[src/rtl/pgwin_pkg.sv]
package pgwin_pkg;
  localparam int CPU_AW  = 16;
  localparam int PAGE_W  = 6;
  localparam int OFS_W   = CPU_AW - 2;          // 16 KB window offset
  localparam int EXT_AW  = PAGE_W + OFS_W;      // 20-bit program address
  localparam int DATA_W  = 8;
  localparam int REG_AW  = 6;

  localparam logic [1:0]        WIN_TAG     = 2'b10;   // 0x8000..0xBFFF
  localparam logic [REG_AW-1:0] OFS_PAGE    = 6'h30;
  localparam logic [REG_AW-1:0] OFS_SIZE0   = 6'h1C;
  localparam logic [REG_AW-1:0] OFS_SIZE1   = 6'h1D;

  typedef logic [PAGE_W-1:0] page_t;
  typedef logic [EXT_AW-1:0] ext_t;

  function automatic logic win_hit(input logic [CPU_AW-1:0] a);
    return a[CPU_AW-1 -: 2] == WIN_TAG;
  endfunction

  function automatic ext_t xlate(input page_t pg, input logic [CPU_AW-1:0] a);
    return {pg, a[OFS_W-1:0]};
  endfunction
endpackage

[src/rtl/pgwin_page_reg.sv]
module pgwin_page_reg
  import pgwin_pkg::*;
(
  input  logic              clk,
  input  logic              rst_n,
  input  logic              wr_en,
  input  logic [REG_AW-1:0] wr_ofs,
  input  logic [DATA_W-1:0] wr_data,
  output page_t             page
);
  logic wr_page_evt;
  logic unused_hi;

  assign wr_page_evt = wr_en && (wr_ofs == OFS_PAGE);
  assign unused_hi   = ^wr_data[DATA_W-1:PAGE_W];

  always_ff @(posedge clk or negedge rst_n) begin
    if (!rst_n)           page <= '0;
    else if (wr_page_evt) page <= wr_data[PAGE_W-1:0];
  end

  p_page_load_r4: assert property (@(posedge clk) disable iff (!rst_n)
    wr_page_evt |=> page == $past(wr_data[PAGE_W-1:0]));

  p_page_hold_r7: assert property (@(posedge clk) disable iff (!rst_n)
    !wr_page_evt |=> $stable(page));
endmodule

[src/rtl/pgwin_rd_mux.sv]
module pgwin_rd_mux
  import pgwin_pkg::*;
#(
  parameter logic [DATA_W-1:0] SIZE0_VAL = 8'h25,
  parameter logic [DATA_W-1:0] SIZE1_VAL = 8'h81
)(
  input  logic              clk,
  input  logic              rst_n,
  input  logic              rd_en,
  input  logic [REG_AW-1:0] rd_ofs,
  input  page_t             page,
  output logic [DATA_W-1:0] rd_data
);
  localparam int PAD_W = DATA_W - PAGE_W;

  always_comb begin
    rd_data = '0;
    if (rd_en) begin
      unique case (rd_ofs)
        OFS_PAGE:  rd_data = {{PAD_W{1'b0}}, page};
        OFS_SIZE0: rd_data = SIZE0_VAL;
        OFS_SIZE1: rd_data = SIZE1_VAL;
        default:   rd_data = '0;
      endcase
    end
  end

  p_rd_idle_r8: assert property (@(posedge clk) disable iff (!rst_n)
    !rd_en |-> rd_data == '0);

  p_upper_zero_r9: assert property (@(posedge clk) disable iff (!rst_n)
    (rd_en && rd_ofs == OFS_PAGE) |-> rd_data[DATA_W-1:PAGE_W] == '0);

  p_size_const_r6: assert property (@(posedge clk) disable iff (!rst_n)
    (rd_en && rd_ofs == OFS_SIZE0) |-> rd_data == SIZE0_VAL);
endmodule

[src/rtl/pgwin_map.sv]
module pgwin_map
  import pgwin_pkg::*;
(
  input  logic              clk,
  input  logic              rst_n,
  input  logic [CPU_AW-1:0] cpu_addr,
  input  page_t             page,
  output ext_t              ext_addr,
  output logic              in_window
);
  assign in_window = win_hit(cpu_addr);
  assign ext_addr  = xlate(page, cpu_addr);

  p_window_r2: assert property (@(posedge clk) disable iff (!rst_n)
    in_window == (cpu_addr >= 16'h8000 && cpu_addr <= 16'hBFFF));

  p_xlate_r3: assert property (@(posedge clk) disable iff (!rst_n)
    in_window |-> (ext_addr - (EXT_AW'(page) << OFS_W)) == EXT_AW'(cpu_addr - 16'h8000));
endmodule

[src/rtl/pgwin_xlate.sv]
module pgwin_xlate
  import pgwin_pkg::*;
#(
  parameter logic [7:0] SIZE0_VAL = 8'h25,
  parameter logic [7:0] SIZE1_VAL = 8'h81
)(
  input  logic        clk,
  input  logic        rst_n,
  input  logic [15:0] cpu_addr,
  input  logic [5:0]  reg_ofs,
  input  logic        reg_wr,
  input  logic        reg_rd,
  input  logic [7:0]  reg_wdata,
  output logic [7:0]  reg_rdata,
  output logic [19:0] ext_addr,
  output logic        in_window
);
  page_t page_q;

  pgwin_page_reg u_page (
    .clk(clk), .rst_n(rst_n), .wr_en(reg_wr), .wr_ofs(reg_ofs),
    .wr_data(reg_wdata), .page(page_q));

  pgwin_rd_mux #(.SIZE0_VAL(SIZE0_VAL), .SIZE1_VAL(SIZE1_VAL)) u_rd (
    .clk(clk), .rst_n(rst_n), .rd_en(reg_rd), .rd_ofs(reg_ofs),
    .page(page_q), .rd_data(reg_rdata));

  pgwin_map u_map (
    .clk(clk), .rst_n(rst_n), .cpu_addr(cpu_addr), .page(page_q),
    .ext_addr(ext_addr), .in_window(in_window));

  // a page write is invisible during its own cycle
  p_same_cycle_r10: assert property (@(posedge clk) disable iff (!rst_n)
    (reg_wr && reg_ofs == OFS_PAGE) |=> $past(in_window) ->
      $past(ext_addr[19:14]) == $past(page_q));
endmodule

[config.mk]
export PLATFORM = sky130hd
export DESIGN_NAME = pgwin_xlate
export DESIGN_NICKNAME = d
export VERILOG_FILES = /design/src/rtl/pgwin_pkg.sv /design/src/rtl/pgwin_page_reg.sv /design/src/rtl/pgwin_rd_mux.sv /design/src/rtl/pgwin_map.sv /design/src/rtl/pgwin_xlate.sv
export SDC_FILE = /design/constraint.sdc
export NUM_CORES = 1
export LEC_CHECK = 0
export ABC_AREA = 1
export BUFFER_PORTS_ARGS = -buffer_cell sky130_fd_sc_hd__buf_2
export CORE_AREA = 2 2 45 51
export DETAILED_ROUTE_END_ITERATION = 16
export DIE_AREA = 0 0 47 53
export HOLD_SLACK_MARGIN = 0.05
export PLACE_DENSITY = 0.8
export SETUP_SLACK_MARGIN = 0.15
export SKIP_CTS_REPAIR_TIMING = 1
export SLEW_MARGIN = 10
export SYNTH_ARGS = -nofsm -noshare
export SYNTH_HDL_FRONTEND = slang
export SYNTH_SLANG_ARGS = --single-unit
export TNS_END_PERCENT = 1
[constraint.sdc]
create_clock -name clk -period 0.8 [get_ports clk]
set_clock_uncertainty 0.1 [all_clocks]
set_input_delay 0.04 -clock clk [delete_from_list [all_inputs] [get_ports clk]]
set_output_delay 0.04 -clock clk [all_outputs]
set_load 0.01 [all_outputs]
After elaboration in Yosys (flattened, before gate mapping)
Cells that the tools add are included.
Word-level totals
  bits in registers: 6
  output and inout port bits: 29
  word-level logic and storage cells: 8
  input port bits: 34
Cells by class
  mux-type cells: 2
  eq/ne operators: 4
  reductions and logical operators: 1
Operators by type and width (count)
  $pmux W8 S3: 1
  $eq A6 B5 Y1 const B: 2
  $mux W8: 1
  $eq A6 B6 Y1 const B: 1
  $eq A2 B2 Y1 const B: 1
  $logic_and A1 B1 Y1: 1

Longest topological paths before layout
Gate-level depths: netlist of run 1.
  depth after elaboration: 3
  depth in mapped cells: 5
  depth with buffers taken out: 5

Cells and area by module
A second synthesis of run 1 with hierarchy kept.
Unflattened totals
  cell total of the unflattened synthesis: 86
  area, all modules: 611.8 um^2
Modules (own cells, without submodules)
  pgwin_page_reg: instances 1, area an instance 306.5 um^2, cells an instance 33, seq. area each 150.1 um^2
  pgwin_map: instances 1, area an instance 160.2 um^2, cells an instance 22, seq. area each 0.0 um^2
  pgwin_rd_mux: instances 1, area an instance 145.1 um^2, cells an instance 31, seq. area each 0.0 um^2

Least setup slack after synthesis of run 1
No wires, ideal clock.
  path kind: register -> register
  start: register u_page.page[5] (netlist name)
  end: register u_page.page[5]
  cell stages (with the launch flop): 3
  arrival time: 0.514 ns
  data required time: 0.583 ns
  path buffers: 0
  clock period less this slack: 0.731 ns
  path slack: 0.069 ns
  setup time: 0.117 ns
  cells stage by stage: dfrtp_1 nand2_1 nand2_1
RTL lines
  end signal, assigned: RTL line pgwin_page_reg.sv:19  | else if (wr_page_evt) page <= wr_data[PAGE_W-1:0];
  end, declared: RTL line pgwin_page_reg.sv:9  | output page_t page

Worst setup path after layout of run 1
  start: register u_page.page[2]
  end: output reg_rdata[2]
Between the ends
  cells in the longest elaborated chain, start to end: 2
Ends and longest elaborated chain
  $pmux W8 S3: RTL line pgwin_rd_mux.sv:19  | unique case (rd_ofs)
  $mux W8: RTL line pgwin_rd_mux.sv:18  | if (rd_en) begin
  end, declared: RTL line pgwin_xlate.sv:14  | output logic [7:0] reg_rdata,
No other way between the ends.

==> impl_results.html, run 1 <==
<table>
<tr><th>Metric</th><th>Value</th></tr>
<tr><th colspan="2">Status</th></tr>
<tr><td>Run status</td><td>finished, violations left</td></tr>
<tr><td>Violated checks</td><td>negative hold slack, negative setup slack</td></tr>
<tr><th colspan="2">Placed design</th></tr>
<tr><td>Placed Cells incl. Taps</td><td>120</td></tr>
<tr><td>Final HPWL from detailed placement</td><td>1070 µm</td></tr>
<tr><td># port buffers</td><td>31</td></tr>
<tr><td>Gpl congestion</td><td>0.751</td></tr>
<tr><th colspan="2">CTS</th></tr>
<tr><td>H-tree Lvls</td><td>1</td></tr>
<tr><td>Clk slew on worst S/H paths</td><td>0.04 ns</td></tr>
<tr><td>CTS tree</td><td>yes</td></tr>
<tr><td>Number of sinks driven by the clock tree</td><td>6</td></tr>
<tr><td>CTS Buf Count</td><td>3</td></tr>
<tr><td>Clk root buf</td><td>sky130_fd_sc_hd__clkbuf_4</td></tr>
<tr><td>Skew-Pair Late Insertion Delay</td><td>0.24 ns</td></tr>
<tr><td>Buffer depth of the longest clock path</td><td>2</td></tr>
<tr><th colspan="2">Routing</th></tr>
<tr><td>Number of DRC violations after detailed routing</td><td>0</td></tr>
<tr><td>Aggregate routed wire length</td><td>about 1200 µm</td></tr>
<tr><td>Routed wire per std cell</td><td>roughly 9.9 µm</td></tr>
<tr><td>Routed vias/inst</td><td>about 4.2</td></tr>
<tr><td>Total number of vias</td><td>526</td></tr>
<tr><td>Drt first-iter violations</td><td>9</td></tr>
<tr><td>Remaining antenna violation count</td><td>0</td></tr>
<tr><td>Number of detailed-routing iterations run before antenna repair</td><td>4</td></tr>
<tr><th colspan="2">Global routing</th></tr>
<tr><td>Global-route wire length before repair</td><td>between 1500 and 2000 µm</td></tr>
<tr><td>All-Layer GR Usage</td><td>10.8%</td></tr>
<tr><td>Pin count of the biggest net entering global routing</td><td>7</td></tr>
<tr><td>Via count of the first global-routing pass</td><td>489</td></tr>
<tr><td>Initial antenna violation count</td><td>0</td></tr>
<tr><td>Global route total overflow</td><td>0</td></tr>
<tr><th colspan="2">Die</th></tr>
<tr><td>Total Die Area</td><td>2490 µm²</td></tr>
<tr><td>Std cell rows</td><td>17</td></tr>
<tr><td>I/O Pins</td><td>63</td></tr>
<tr><td>Initial Utilization</td><td>27.6%</td></tr>
<tr><td>Core outline area</td><td>1960 µm²</td></tr>
<tr><td>Die X-Extent</td><td>47 µm</td></tr>
<tr><td>Die span in y</td><td>53 µm</td></tr>
<tr><th colspan="2">Worst setup path</th></tr>
<tr><td>Type of destination of the critical path</td><td>output pin</td></tr>
<tr><td>Largest stage delay on the critical path</td><td>0.39 ns</td></tr>
<tr><td>Largest fanout of any net on the critical path</td><td>3</td></tr>
<tr><td>Startpoint of the worst register-to-register path</td><td>u_page.page[5]$_DFFE_PN0P_</td></tr>
<tr><td>CP cell instances</td><td>nand4_1 -&gt; nand2_1 -&gt; buf_2</td></tr>
<tr><td>First element of the critical path</td><td>u_page.page[2]$_DFFE_PN0P_</td></tr>
<tr><td>Data required time at the worst endpoint</td><td>0.66 ns</td></tr>
<tr><td>Worst reg2reg path endpoint</td><td>u_page.page[5]$_DFFE_PN0P_</td></tr>
<tr><td>Worst path arrival time</td><td>0.91 ns</td></tr>
<tr><td>Count of cells along the worst register-to-register path</td><td>2</td></tr>
<tr><td>Worst path slowest cell</td><td>sky130_fd_sc_hd__dfrtp_1</td></tr>
<tr><td>Category of the most critical setup path</td><td>reg2out</td></tr>
<tr><td>Termination of the worst setup path</td><td>reg_rdata[2]</td></tr>
<tr><td>Slack of the worst reg-to-reg path</td><td>0.07 ns</td></tr>
<tr><td>Critical path launch point type</td><td>flop</td></tr>
<tr><th colspan="2">Timing</th></tr>
<tr><td>Setup slack of the critical path after layout</td><td>-0.246 ns</td></tr>
<tr><td>Min Clock Period, post-route</td><td>around 1.0 ns</td></tr>
<tr><td>Final cycle utilization of the critical path</td><td>131%</td></tr>
<tr><td>Final setup fails</td><td>13</td></tr>
<tr><td>Final number of hold-violating endpoints</td><td>20</td></tr>
<tr><td>Unrepaired setup endpoints after global routing</td><td>yes</td></tr>
<tr><td>Maximum clock frequency</td><td>between 0.9 and 1 GHz</td></tr>
<tr><td>Final-layout worst hold slack</td><td>-0.0441 ns</td></tr>
<tr><td>Final count of pins violating max slew</td><td>0</td></tr>
<tr><th colspan="2">Power and ir drop</th></tr>
<tr><td>Power density over the cells</td><td>1300 nW/µm²</td></tr>
<tr><td>Leak</td><td>~0.43 nW</td></tr>
<tr><td>Peak supply drop</td><td>approximately 0.00044 V</td></tr>
<tr><th colspan="2">Layout</th></tr>
<tr><td>Non-filler instance count after layout</td><td>between 100 and 150</td></tr>
<tr><td>Layout cells sized above 1</td><td>about half</td></tr>
<tr><td>Net total in the final layout</td><td>about 130</td></tr>
<tr><td>Register with the most flip-flops</td><td>u_page.page</td></tr>
<tr><td>Most common cell after layout, fill and taps aside</td><td>sky130_fd_sc_hd__buf_2</td></tr>
<tr><td>Commonest cells after routing, fill and taps aside</td><td>sky130_fd_sc_hd__buf_2, sky130_fd_sc_hd__nand2_1, sky130_fd_sc_hd__nand4_1</td></tr>
<tr><td>Post-route core utilization</td><td>34.7%</td></tr>
<tr><td>Number of flip-flops under the largest register name</td><td>6</td></tr>
<tr><td>Synth-to-layout area growth</td><td>26.0%</td></tr>
<tr><td>Antenna diodes</td><td>0</td></tr>
<tr><td>Biggest regs</td><td>u_page.page x6</td></tr>
<tr><th colspan="2">Logic synthesis</th></tr>
<tr><td>Post-synthesis cell type count</td><td>12</td></tr>
<tr><td>Sequential element share of the synthesized area</td><td>27.8%</td></tr>
<tr><td>YS warnings</td><td>0</td></tr>
<tr><td>Post-synthesis average cell area</td><td>7.49 µm²</td></tr>
<tr><td>Mapped Nets</td><td>106</td></tr>
<tr><td>Netlist area before placement</td><td>539 µm²</td></tr>
<tr><td>#FFs+latches synth</td><td>6</td></tr>
<tr><td>Cell count after synthesis</td><td>72</td></tr>
<tr><th colspan="2">Hold path</th></tr>
<tr><td>Worst hold-check path type</td><td>in2reg</td></tr>
<tr><th colspan="2">Job</th></tr>
<tr><td># Max-Cap Violations</td><td>0</td></tr>
</table>
-- power breakdown --
group          total [W]  switching (W)  internal, W
Sequential      0.000375      0.0000299     0.000345
Clock           0.000267      0.0000985     0.000169
Combinational   0.000242       0.000138     0.000104
Total           0.000884       0.000266     0.000618
-- kinds of logic after synthesis --
group         count (synthesis)  share of synthesized area [%]
simple gates                 40                           42.9
buf+inv                      25                           28.5
flops                         6                           27.8
other cells                   1                          0.695
-- area by class of cell --
class                   count  area (µm²)
inverters                   9        33.8
repair buffers             37         203
clock buffers               3        22.5
multi-input cells          41         235
well taps                  28        35.0
flip-flops and latches      6         150
fillers                   225        1280
-- worst min path at each step --
stage,from,end,slack (ns),depth (start not counted)
floorplan,rst_n,u_page.page[0]$_DFFE_PN0P_,-0.36,0
global placement,rst_n,u_page.page[0]$_DFFE_PN0P_,-0.24,1
detailed placement,rst_n,u_page.page[5]$_DFFE_PN0P_,-0.24,1
CTS,rst_n,u_page.page[5]$_DFFE_PN0P_,-0.49,1
global route,reg_wdata[3],u_page.page[3]$_DFFE_PN0P_,-0.04,3
finish,reg_wdata[1],u_page.page[1]$_DFFE_PN0P_,-0.04,3
-- Yosys cell counts --
master                    number  area share, %
sky130_fd_sc_hd__nor2_1        4            2.8
sky130_fd_sc_hd__nand2_1      16             11
sky130_fd_sc_hd__nor2_8        1            3.7
sky130_fd_sc_hd__buf_4        16             22
sky130_fd_sc_hd__nor2_2        4            4.6
sky130_fd_sc_hd__dfrtp_1       6             28
sky130_fd_sc_hd__nand4_1      11             13
sky130_fd_sc_hd__nand4_2       1            2.3
sky130_fd_sc_hd__nand2_2       2            2.3
sky130_fd_sc_hd__conb_1        1           0.70
sky130_fd_sc_hd__inv_1         9            6.3
sky130_fd_sc_hd__nand3_4       1            3.2
-- critical path, delay by kind of cell, from the launching register on --
family,cells,cell delay [ns]
DFF,1,0.39
and+or+nand+nor,2,0.14
buffers and inverters,1,0.13
-- through the flow --
stage / hold slack, ns / worst slack, ns / setup TNS [ns] / total power (W) / cell area [µm²]
2_1_floorplan: -0.356 / 0.0724 / 0 / 0.000555 / 539
3_3_place_gp: -0.239 / -0.114 / -1.09 / 0.000611 / 647
3_5_place_dp: -0.236 / -0.135 / -1.38 / 0.000619 / 647
4_1_cts: -0.494 / -0.260 / -2.20 / 0.000894 / 669
5_1_grt: -0.0391 / -0.298 / -2.61 / 0.000951 / 679
6_report: -0.0441 / -0.246 / -2.01 / 0.000884 / 679
-- routing by layer --
| metal | wire (µm) | vias up | global-route usage (%) |
|---|---|---|---|
| met5 | 0 | - | 0 |
| met1 | 500 | 215 | 12.0 |
| met4 | 45 | 0 | 9.72 |
| li1 | - | 263 | - |
| met3 | 148 | 14 | 2.39 |
| met2 | 533 | 34 | 16.4 |
(Power assumes the default switching activity.)
==> inputs of run 2 (changes only) <==
--- a/config.mk
+++ b/config.mk
@@ -5,13 +5,12 @@
 export SDC_FILE = /design/constraint.sdc
 export NUM_CORES = 1
 export LEC_CHECK = 0
-export ABC_AREA = 1
 export BUFFER_PORTS_ARGS = -buffer_cell sky130_fd_sc_hd__buf_2
-export CORE_AREA = 2 2 45 51
+export CORE_AREA = 2 2 44 50
 export DETAILED_ROUTE_END_ITERATION = 16
-export DIE_AREA = 0 0 47 53
+export DIE_AREA = 0 0 46 52
 export HOLD_SLACK_MARGIN = 0.05
-export PLACE_DENSITY = 0.8
+export PLACE_DENSITY = 0.79
 export SETUP_SLACK_MARGIN = 0.15
 export SKIP_CTS_REPAIR_TIMING = 1
 export SLEW_MARGIN = 10
==> run 2 against run 1 <==
Compared with the run above:
- the run still ends with negative hold slack, negative setup slack left
- setup slack worse by 0.065 ns
- via count down 22%
- count of clock-buffer cells in the layout unchanged
- synthesized cell count down 35%
- largest power group unchanged
- highest routed layer is now met3
==> impl_results.html, run 2 <==
<table>
<tr><th>Metric</th><th>Value</th></tr>
<tr><th colspan="2">Status</th></tr>
<tr><td>Run status</td><td>finished, violations left</td></tr>
<tr><td>Violated checks</td><td>negative hold slack, negative setup slack</td></tr>
<tr><th colspan="2">Hold path</th></tr>
<tr><td>Worst hold-check path type</td><td>in2reg</td></tr>
<tr><td>Worst hold start</td><td>reg_wdata[5]</td></tr>
<tr><td>Hold path cells</td><td>2</td></tr>
<tr><td>Destination of the worst hold path</td><td>u_page.page[5]$_DFFE_PN0P_</td></tr>
<tr><th colspan="2">Worst setup path</th></tr>
<tr><td>Count of cells along the worst register-to-register path</td><td>2</td></tr>
<tr><td>Critical path launch point type</td><td>flop</td></tr>
<tr><td>Largest fanout of any net on the critical path</td><td>2</td></tr>
<tr><td>Largest stage delay on the critical path</td><td>0.34 ns</td></tr>
<tr><td>Worst reg2reg path endpoint</td><td>u_page.page[5]$_DFFE_PN0P_</td></tr>
<tr><td>Slack of the worst reg-to-reg path</td><td>-0.19 ns</td></tr>
<tr><td>Worst path slowest cell</td><td>sky130_fd_sc_hd__dfrtp_1</td></tr>
<tr><td>First element of the critical path</td><td>u_page.page[5]$_DFFE_PN0P_</td></tr>
<tr><td>Data required time at the worst endpoint</td><td>0.66 ns</td></tr>
<tr><td>Category of the most critical setup path</td><td>reg2out</td></tr>
<tr><td>Startpoint of the worst register-to-register path</td><td>u_page.page[5]$_DFFE_PN0P_</td></tr>
<tr><td>Type of destination of the critical path</td><td>output pin</td></tr>
<tr><td>Worst path arrival time</td><td>a little under 1 ns</td></tr>
<tr><td>CP cell instances</td><td>nand2_1 -&gt; a211oi_2 -&gt; buf_2</td></tr>
<tr><th colspan="2">Logic synthesis</th></tr>
<tr><td>Flip-flop cell with the highest count after synthesis</td><td>sky130_fd_sc_hd__dfrtp_1</td></tr>
<tr><td>Leading post-synthesis cells by cell area</td><td>sky130_fd_sc_hd__dfrtp_1, sky130_fd_sc_hd__buf_4, sky130_fd_sc_hd__mux2_4</td></tr>
<tr><td>Post-synth top area share</td><td>30.8%</td></tr>
<tr><td>#FFs+latches synth</td><td>6</td></tr>
<tr><td>Sequential element share of the synthesized area</td><td>30.8%</td></tr>
<tr><td>Cell count after synthesis</td><td>47</td></tr>
<tr><td>Commonest cells post-synth</td><td>sky130_fd_sc_hd__buf_4, sky130_fd_sc_hd__dfrtp_1, sky130_fd_sc_hd__mux2_4</td></tr>
<tr><td>YS warnings</td><td>0</td></tr>
<tr><td>Cell with the most instances after synthesis</td><td>sky130_fd_sc_hd__buf_4</td></tr>
<tr><td>Post-synthesis average cell area</td><td>roughly 10 µm²</td></tr>
<tr><td>Share of async-settable or async-resettable flops after synthesis</td><td>100%</td></tr>
<tr><td>Post-synthesis cell type count</td><td>16</td></tr>
<tr><td>Netlist area before placement</td><td>487 µm²</td></tr>
<tr><td>Mapped Nets</td><td>81</td></tr>
<tr><td>Number of enable-type register cells in the synthesized netlist</td><td>0</td></tr>
<tr><td>Cell type with the highest aggregate area in the netlist</td><td>sky130_fd_sc_hd__dfrtp_1</td></tr>
<tr><th colspan="2">Power and ir drop</th></tr>
<tr><td>Switch Pwr</td><td>0.000237 W</td></tr>
<tr><td>Leak</td><td>approximately 0.38 nW</td></tr>
<tr><td>Clock power frac</td><td>28.0%</td></tr>
<tr><td>Peak supply drop</td><td>0.000605 V</td></tr>
<tr><td>Cell internal pwr</td><td>0.000717 W</td></tr>
<tr><td>Fraction of power consumed by combinational cells</td><td>32.6%</td></tr>
<tr><td>Power density over the cells</td><td>1340 nW/µm²</td></tr>
<tr><td>Share of power burned in registers</td><td>39.4%</td></tr>
<tr><td>Switching Share</td><td>24.8%</td></tr>
<tr><th colspan="2">Layout</th></tr>
<tr><td>Layout cells sized above 1</td><td>72.4%</td></tr>
<tr><td>Biggest regs</td><td>u_page.page x6</td></tr>
<tr><td>Number of flip-flops under the largest register name</td><td>6</td></tr>
<tr><td>Most common cell after layout, fill and taps aside</td><td>sky130_fd_sc_hd__buf_2</td></tr>
<tr><td>Antenna diodes</td><td>0</td></tr>
<tr><td>Commonest cells after routing, fill and taps aside</td><td>sky130_fd_sc_hd__buf_2, sky130_fd_sc_hd__buf_4, sky130_fd_sc_hd__mux2_4, sky130_fd_sc_hd__dfrtp_1, sky130_fd_sc_hd__buf_6</td></tr>
<tr><td>Net total in the final layout</td><td>112</td></tr>
<tr><td>Fill cell total of the finished layout</td><td>199</td></tr>
<tr><td>Register area</td><td>150 µm²</td></tr>
<tr><td>Multi-input gate area in the final layout</td><td>235 µm²</td></tr>
<tr><td>Synth-to-layout area growth</td><td>46.3%</td></tr>
<tr><td>Register with the most flip-flops</td><td>u_page.page</td></tr>
<tr><th colspan="2">Die</th></tr>
<tr><td>Core outline area</td><td>1910 µm²</td></tr>
<tr><td>I/O Pins</td><td>63</td></tr>
<tr><td>Initial Utilization</td><td>25.4%</td></tr>
<tr><td>Total Die Area</td><td>2390 µm²</td></tr>
<tr><td>Die X-Extent</td><td>46 µm</td></tr>
<tr><td>Std cell rows</td><td>17</td></tr>
<tr><td>Die span in y</td><td>52 µm</td></tr>
<tr><th colspan="2">Placed design</th></tr>
<tr><td>Gpl congestion</td><td>0.649</td></tr>
<tr><td>Setup slack at placement</td><td>-0.590 ns</td></tr>
<tr><td>Final HPWL from detailed placement</td><td>~940 µm</td></tr>
<tr><td># port buffers</td><td>31</td></tr>
<tr><th colspan="2">Routing</th></tr>
<tr><td>Number of DRC violations after detailed routing</td><td>0</td></tr>
<tr><td>Drt first-iter violations</td><td>6</td></tr>
<tr><td>Routed vias/inst</td><td>between 4 and 5</td></tr>
<tr><td>Remaining antenna violation count</td><td>0</td></tr>
<tr><td>Number of detailed-routing iterations run before antenna repair</td><td>2</td></tr>
<tr><td>Aggregate routed wire length</td><td>roughly 1100 µm</td></tr>
<tr><td>Routed wire per std cell</td><td>11.9 µm</td></tr>
<tr><td>Total number of vias</td><td>410</td></tr>
<tr><th colspan="2">Global routing</th></tr>
<tr><td>Global route total overflow</td><td>0</td></tr>
<tr><td>Via count of the first global-routing pass</td><td>348</td></tr>
<tr><td>Met2 usage</td><td>13.0%</td></tr>
<tr><td>All-Layer GR Usage</td><td>under 10%</td></tr>
<tr><td>Most used routing layer in global routing</td><td>met2</td></tr>
<tr><td>Global-route wire length before repair</td><td>1450 µm</td></tr>
<tr><td>Initial antenna violation count</td><td>0</td></tr>
<tr><td>Pin count of the biggest net entering global routing</td><td>7</td></tr>
<tr><td>Global Route met1 Usage</td><td>between 10% and 20%</td></tr>
<tr><td>Routing usage on met3</td><td>3.82%</td></tr>
<tr><th colspan="2">CTS</th></tr>
<tr><td>Number of sinks driven by the clock tree</td><td>6</td></tr>
<tr><td>CTS Buf Count</td><td>3</td></tr>
<tr><td>Clk slew on worst S/H paths</td><td>about 0.040 ns</td></tr>
<tr><td>H-tree Lvls</td><td>1</td></tr>
<tr><td>Skew-Pair Late Insertion Delay</td><td>0.24 ns</td></tr>
<tr><td>CTS tree</td><td>yes</td></tr>
<tr><td>Clk root buf</td><td>sky130_fd_sc_hd__clkbuf_4</td></tr>
<tr><td>Buffer depth of the longest clock path</td><td>2</td></tr>
<tr><th colspan="2">Timing</th></tr>
<tr><td>Setup slack of the critical path after layout</td><td>-0.311 ns</td></tr>
<tr><td>Final cycle utilization of the critical path</td><td>139%</td></tr>
<tr><td>Min Clock Period, post-route</td><td>1.11 ns</td></tr>
<tr><td>Final count of pins violating max slew</td><td>0</td></tr>
<tr><td>Final setup fails</td><td>19</td></tr>
<tr><td>Final-layout worst hold slack</td><td>-0.0691 ns</td></tr>
<tr><td>Maximum clock frequency</td><td>between 0.9 and 1 GHz</td></tr>
<tr><td>Unrepaired setup endpoints after global routing</td><td>yes</td></tr>
<tr><td>Final number of hold-violating endpoints</td><td>20</td></tr>
<tr><th colspan="2">Job</th></tr>
<tr><td># Max-Cap Violations</td><td>0</td></tr>
</table>
## run 2: how the worst max path moves through the flow
| stage | to | slack [ns] | cells past startpoint |
|---|---|---|---|
| 3_5_place_dp | u_page.page[3]$_DFFE_PN0P_ | -0.59 | 5 |
| 3_3_place_gp | u_page.page[3]$_DFFE_PN0P_ | -0.60 | 5 |
| 6_report | reg_rdata[5] | -0.31 | 3 |
| 2_1_floorplan | u_page.page[0]$_DFFE_PN0P_ | -0.38 | 4 |
| 4_1_cts | reg_rdata[5] | -0.44 | 3 |
| 5_1_grt | reg_rdata[5] | -0.37 | 3 |
## run 2: worst max-delay path, delay by kind of cell, from the launching register on
family                 cells  cell delay [ns]
AO/OA/AOI/OAI              1             0.17
buffers and inverters      1             0.16
AND/OR/NAND/NOR            1             0.07
flip-flops                 1             0.34
## run 2: layer usage
layer  up-vias  part of all wire, %
met5         -                    0
met4         0                    0
met3         0                   14
met2        32                   49
met1       176                   37
li1        202                    -
## run 2: power groups by stage
stage	sequential [W]	combinational [W]	clock [W]
5_1_grt	0.000379	0.000334	0.000297
2_1_floorplan	0.000395	0.000160	0
3_3_place_gp	0.000385	0.000246	0
6_report	0.000375	0.000311	0.000267
3_5_place_dp	0.000385	0.000251	0
4_1_cts	0.000381	0.000252	0.000282
## run 2: kinds of logic after synthesis
group                  after synthesis  synth area share [%]
AO/OA/AOI/OAI                        3                  4.11
buffers and inverters               17                  26.2
flip-flops                           6                  30.8
multiplexers                         6                  18.5
other                                1                 0.770
AND/OR/NAND/NOR                     14                  19.5
## run 2: cell type report
type | count | share of cell area (%)
clock buffer | 3 | 3.16
inverter | 1 | 0.527
multi-input combinational | 24 | 33.0
sequential | 6 | 21.1
tap | 19 | 3.34
timing repair buffer | 42 | 38.8
## run 2: per-stage QoR
step	instance area [µm²]	utilization (%)	std cells	power, W	setup TNS (ns)
after floorplan	495	-	47	0.000555	-2.65
after global placement	611	31.9	89	0.000631	-5.46
after detailed placement	611	31.9	89	0.000636	-5.41
after CTS	633	33.1	92	0.000916	-5.41
after global routing	712	37.2	95	0.00101	-5.55
final	712	37.2	95	0.000954	-4.77
